--- src/rtl/gpio_atomic_out.sv ---
module gpio_atomic_out #(
  parameter int W = 16
) (
  input  logic          clk,
  input  logic          rst_n,
  input  logic [1:0]    addr,
  input  logic          wr_en,
  input  logic [3:0]    be,
  input  logic [31:0]   wr_data,
  output logic [31:0]   rd_data,
  input  logic [W-1:0]  pin_in,
  output logic [W-1:0]  pin_out
);
  localparam logic [1:0] A_IN  = 2'd0;
  localparam logic [1:0] A_OUT = 2'd1;
  localparam logic [1:0] A_CMD = 2'd2;

  logic [W-1:0] odr, sync1, sync2;
  logic [31:0]  mask, wd;
  logic [W-1:0] set_v, clr_v, dir_v, odr_nx;
  logic         wr_out, wr_cmd;

  assign mask   = {{8{be[3]}}, {8{be[2]}}, {8{be[1]}}, {8{be[0]}}};
  assign wd     = wr_data & mask;
  assign wr_out = wr_en && addr == A_OUT;
  assign wr_cmd = wr_en && addr == A_CMD;
  assign set_v  = wd[W-1:0];
  assign clr_v  = wd[2*W-1:W];
  assign dir_v  = (odr & ~mask[W-1:0]) | wd[W-1:0];

  always_comb begin
    odr_nx = odr;
    if (wr_out)      odr_nx = dir_v;
    else if (wr_cmd) odr_nx = (odr & ~clr_v) | set_v;
  end

  always_ff @(posedge clk) begin
    if (!rst_n) begin
      odr   <= '0;
      sync1 <= '0;
      sync2 <= '0;
      rd_data <= '0;
    end else begin
      odr   <= odr_nx;
      sync1 <= pin_in;
      sync2 <= sync1;
      case (addr)
        A_IN:    rd_data <= 32'(sync2);
        A_OUT:   rd_data <= 32'(odr);
        default: rd_data <= '0;
      endcase
    end
  end

  assign pin_out = odr;


  set_wins_chk: assert property (@(posedge clk) disable iff (!rst_n)
    wr_cmd |=> ((pin_out & $past(set_v)) == $past(set_v)));

  clr_low_chk: assert property (@(posedge clk) disable iff (!rst_n)
    wr_cmd |=> ((pin_out & ($past(clr_v) & ~$past(set_v))) == '0));

  cmd_hold_chk: assert property (@(posedge clk) disable iff (!rst_n)
    wr_cmd |=> (((pin_out ^ $past(pin_out)) & ~($past(set_v) | $past(clr_v))) == '0));

  idle_hold_chk: assert property (@(posedge clk) disable iff (!rst_n)
    !(wr_out || wr_cmd) |=> $stable(pin_out));

  cmd_rd_zero_chk: assert property (@(posedge clk) disable iff (!rst_n)
    (addr == A_CMD) |=> (rd_data == '0));
endmodule

--- config.mk ---
export PLATFORM = sky130hd
export DESIGN_NAME = gpio_atomic_out
export DESIGN_NICKNAME = d
export VERILOG_FILES = /design/src/rtl/gpio_atomic_out.sv
export SDC_FILE = /design/constraint.sdc
export NUM_CORES = 1
export LEC_CHECK = 0
export BUFFER_PORTS_ARGS = -buffer_cell sky130_fd_sc_hd__clkbuf_2
export CORE_UTILIZATION = 45
export CTS_CLUSTER_SIZE = 20
export DETAILED_ROUTE_END_ITERATION = 16
export PLACE_DENSITY = 0.78
export SETUP_SLACK_MARGIN = 0.4
export SLEW_MARGIN = 15
export SYNTH_ARGS = -nofsm -noshare
export SYNTH_HDL_FRONTEND = slang
export SYNTH_SLANG_ARGS = --single-unit
--- constraint.sdc ---
create_clock -name clk -period 1.3 [get_ports clk]
set_clock_uncertainty 0.2 [all_clocks]
set_input_delay 0.065 -clock clk [delete_from_list [all_inputs] [get_ports clk]]
set_output_delay 0.065 -clock clk [all_outputs]
set_load 0.01 [all_outputs]
After elaboration in Yosys (flattened, before gate mapping) --
Cells that the tools add are included.
Storage, ports and cells: register bits 80, bits of input ports 57, output and inout port bits 48, logic and storage cells 20
Cells by class: equal/unequal tests 2, muxes and demuxes 3, bitwise gates (word level) 7, reductions and logical operators 4
Operator list (number):
- $and 16x16->16 | 2
- $and 32x32->32 | 1
- $mux 16 | 2
- $not 16->16 | 2
- $or 16x16->16 | 2
- $pmux 16 s2 | 1
- $eq 2x1->1 const B | 1
- $eq 2x2->1 const B | 1
- $logic_and 1x1->1 | 2
- $logic_not 2->1 | 1
- $reduce_bool 2->1 | 1

Logic depth before layout (Yosys ltp) --
depth after elaboration 6, mapped depth 5, depth with buffers taken out 3

Least setup slack after synthesis --
No wires, ideal clock.
path kind input -> register, start in addr[0], end reg odr[14], in the netlist pin_out[14], library setup time 117 ps, arrival time 792 ps, slack 191 ps, cell stages on the path 5, path buffers 2, path through buf_6 > nand4b_1 > and2_1 > buf_6 > a32o_1
Between the ends: cells in the longest elaborated chain, start to end 3
Ends and longest elaborated chain:
- start: declaration | line 6 | input logic [1:0] addr,
- $eq 2x1->1 / $eq 2x2->1 (equally long branches) | line 25, 26
- $logic_and 1x1->1 (on tied branches) | line 25, 26
- $mux 16 / $reduce_bool 2->1 (equally long branches)
- end signal: assignment | line 44 | odr <= odr_nx;
- end: declaration | line 18 | logic [W-1:0] odr, sync1, sync2;
Several ways; a longest one is shown, not always the timed one. A chain may end at the register's enable or synchronous reset.

Worst setup path in the final report --
start reg odr[12], in the netlist pin_out[12], end out pin_out[12]
RTL lines:
- end: declaration | line 12 | output logic [W-1:0] pin_out
No word-level cell between the ends.

==> out/results.ini <==
[outcome]
outcome=finished, violations left
failed_checks=hold timing

[clock_tree]
clock_latency_ns=0.33
tritoncts=yes
cts_inserted_buffers=9
quantity_of_hold_fixing_buffers_added_after_cts=32
cts.htree.levels=3
cts_num_sinks=64
clock_path_buffers=2
ctsRootBufferMaster=sky130_fd_sc_hd__clkbuf_8
path_clk_slew_ns=0.07

[die]
die_width_um=72.4
die_area_mm2=0.00523
start_util_pct=46.8
die_h_um=72.4
number_of_top_level_pins=105
rows=25
core_region_area_mm2=0.00475

[worst_setup_path]
r2r_start=pin_out[15]$_SDFFE_PN0P_
timing.critical_path.slowest_stage_cell=sky130_fd_sc_hd__dfxtp_2
critPathMaxStageDelay_ns=0.36
worst-endpoint-arrival_ns=0.80
crit_chain=buf_6
crit_start=pin_out[12]$_SDFFE_PN0P_
crit_buf_inv=1
critPathKind=register to output pin
max_fanout_on_critical_path=2
critPathTopFamily=flip-flops
cp_data_required_time_ns=1.03
start_kind=register
endpoint_kind=output pin

[synth]
postSynthRegisterBits=64
number_of_flops_mapped_to_enable_cells_by_yosys=0
synth_area_leader_cell=sky130_fd_sc_hd__dfxtp_1
netlist_top_cells_area=sky130_fd_sc_hd__dfxtp_1, sky130_fd_sc_hd__and2_1, sky130_fd_sc_hd__a32o_1
synthesis.area_per_instance_um2=11.1
synth_cell_types=18
synth-seq-area-share_pct=57.5
post_synthesis_cells=201
post-synth-top-count-cell=sky130_fd_sc_hd__dfxtp_1
yosysWarningCount=0
ys_async_sr_fraction_pct=0
synthDominantCellAreaShare_pct=57.5
syn_area_mm2=0.00223
ys_top_cells_by_count=sky130_fd_sc_hd__dfxtp_1, sky130_fd_sc_hd__and2_1, sky130_fd_sc_hd__buf_4
synthFlopType=sky130_fd_sc_hd__dfxtp_1

[timing]
drv_slew=0
setup_violations=0
finalSetupTns_ns=0
holdWs_ns=-0.165
clock.fmax_mhz=937
final_period_minus_worst_setup_slack_ns=1.07
timing.final.hold_violations=16
finalWorstSetupSlack_ns=0.232
grt_setup_unrepaired=true
finalCritPeriodShare_pct=82.1

[route]
initialDrtViolationCount=299
post_drt_wl_per_cell_um=14.6
viasPerCell=4.73
residual_drc_count=0
via_count=1949
first_pass_iters=6
ant_nets=0
postRouteWirelength_um=6030

[finish]
layout-drive-gt1-share_pct=43.6
layout.area.seq_mm2=0.00131
growth_of_design_area_from_synthesis_to_finish_pct=56.8
nets=396
final_cell_area_mm2=0.00349
multi_input_area_um2=823
final.fill_count=329

[global_routing]
use_met2_pct=36.3
track_usage_pct=21.0
met3_usage_pct=5.42
grt_util_met1_pct=22.8
globalRouteOverflowTotal=0
vias_in_the_first_global_route=1771
first_pass_grt_wire_length_um=8030
grt_max_degree=33
grt.busiest_layer=met2
initial_antenna_violation_count=1

[min_path]
worstHoldStart=wr_data[16]
worst_hold_path_type=input port to register

[placement]
buffer_ports.inserted=88
place_congestion=0.731
hpwlAfterDp_um=3160
place_worst_setup_slack_ns=0.00604
detailed_place.area_mm2=0.00264

[job]
max-cap-violations=0

[pwr]
power.leakage_nw=1.62
post-layout-total-power_w=0.00424
cellPowerDensity_mw_per_mm2=1210
ir_drop_mv=0.682

logic make-up after synthesis:
kind of cell,after synthesis,share of synthesized area (%)
flip-flops,64,57.5
AO/OA/AOI/OAI,16,7.19
XOR/XNOR,1,0.731
AND/OR/NAND/NOR,75,18.4
buffers and inverters,28,8.82
multiplexers,16,7.19
other,1,0.168
flip-flops by register name, summed over array words and instances (netlist names):
register and flops:
sync2 16, rd_data 16, pin_out 16, sync1 16
report_power, final:
group,internal [W],switching [W]
Combinational,0.000273,0.000202
Sequential,0.00204,0.0000367
Clock,0.000985,0.000704
Total,0.00330,0.000942
cell usage in the layout, fill, tap and decap left out:
cell type | Yosys | final
sky130_fd_sc_hd__and4b_1 | 2 | 1
sky130_fd_sc_hd__buf_2 | 2 | 10
sky130_fd_sc_hd__nor2_1 | 16 | 16
sky130_fd_sc_hd__buf_4 | 17 | 13
sky130_fd_sc_hd__nand3_1 | 2 | 2
sky130_fd_sc_hd__mux2i_4 | 0 | 1
sky130_fd_sc_hd__clkinv_2 | 0 | 2
sky130_fd_sc_hd__and4b_2 | 0 | 1
sky130_fd_sc_hd__nand2b_1 | 1 | 1
sky130_fd_sc_hd__bufinv_16 | 0 | 1
sky130_fd_sc_hd__dfxtp_2 | 0 | 22
sky130_fd_sc_hd__dlygate4sd3_1 | 0 | 32
sky130_fd_sc_hd__clkbuf_1 | 4 | 2
sky130_fd_sc_hd__mux2i_2 | 0 | 1
sky130_fd_sc_hd__a32o_1 | 16 | 16
sky130_fd_sc_hd__xnor2_2 | 1 | 1
sky130_fd_sc_hd__mux2i_1 | 16 | 14
sky130_fd_sc_hd__clkbuf_8 | 0 | 11
sky130_fd_sc_hd__and2_1 | 34 | 34
sky130_fd_sc_hd__diode_2 | 0 | 1
sky130_fd_sc_hd__conb_1 | 1 | 16
sky130_fd_sc_hd__clkbuf_2 | 2 | 56
sky130_fd_sc_hd__buf_6 | 3 | 29
sky130_fd_sc_hd__nand4b_1 | 2 | 2
sky130_fd_sc_hd__nor2_4 | 2 | 2
sky130_fd_sc_hd__dfxtp_1 | 64 | 42
sky130_fd_sc_hd__nand2_1 | 16 | 16
final timing paths:
check | cells past startpoint | slack [ns] | to
setup reg to reg | 3 | 0.27 | rd_data[15]$_SDFF_PN0_
hold reg to reg | 1 | 0.23 | sync2[4]$_SDFF_PN0_
hold / removal | 3 | -0.17 | pin_out[0]$_SDFFE_PN0P_
setup / recovery | 1 | 0.23 | pin_out[12]
metrics by stage:
step           hold slack, ns  instances  utilization, %
2_1_floorplan         -0.0133        216               -
3_3_place_gp           0.0720        347            55.6
3_5_place_dp           0.0735        347            55.6
4_1_cts                -0.178        411            69.5
5_1_grt                -0.170        412            73.4
6_report               -0.165        412            73.4
area by class of cell:
class | count | area share [%]
antenna | 1 | 0.0717
sequential | 64 | 37.5
multi-input combinational | 124 | 23.6
timing repair buffer | 140 | 30.8
clock buffer | 13 | 4.55
tap | 67 | 2.40
clock inverter | 3 | 1.15
what timing repair did:
item,4_1_cts,5_1_grt
setup endpoints to repair,48,64
setup buffers,16,0
resized for setup,20,67
pin swaps,0,7
hold endpoints to repair,32,16
metal layers:
metal	share of wire (%)	routed length, um	vias to the layer above
met3	5.7	345	25
met2	53	3190	115
met1	37	2250	891
met5	0	0	-
met4	4.0	242	0
li1	-	-	918
Note: power is estimated with default switching activity, not from simulation.
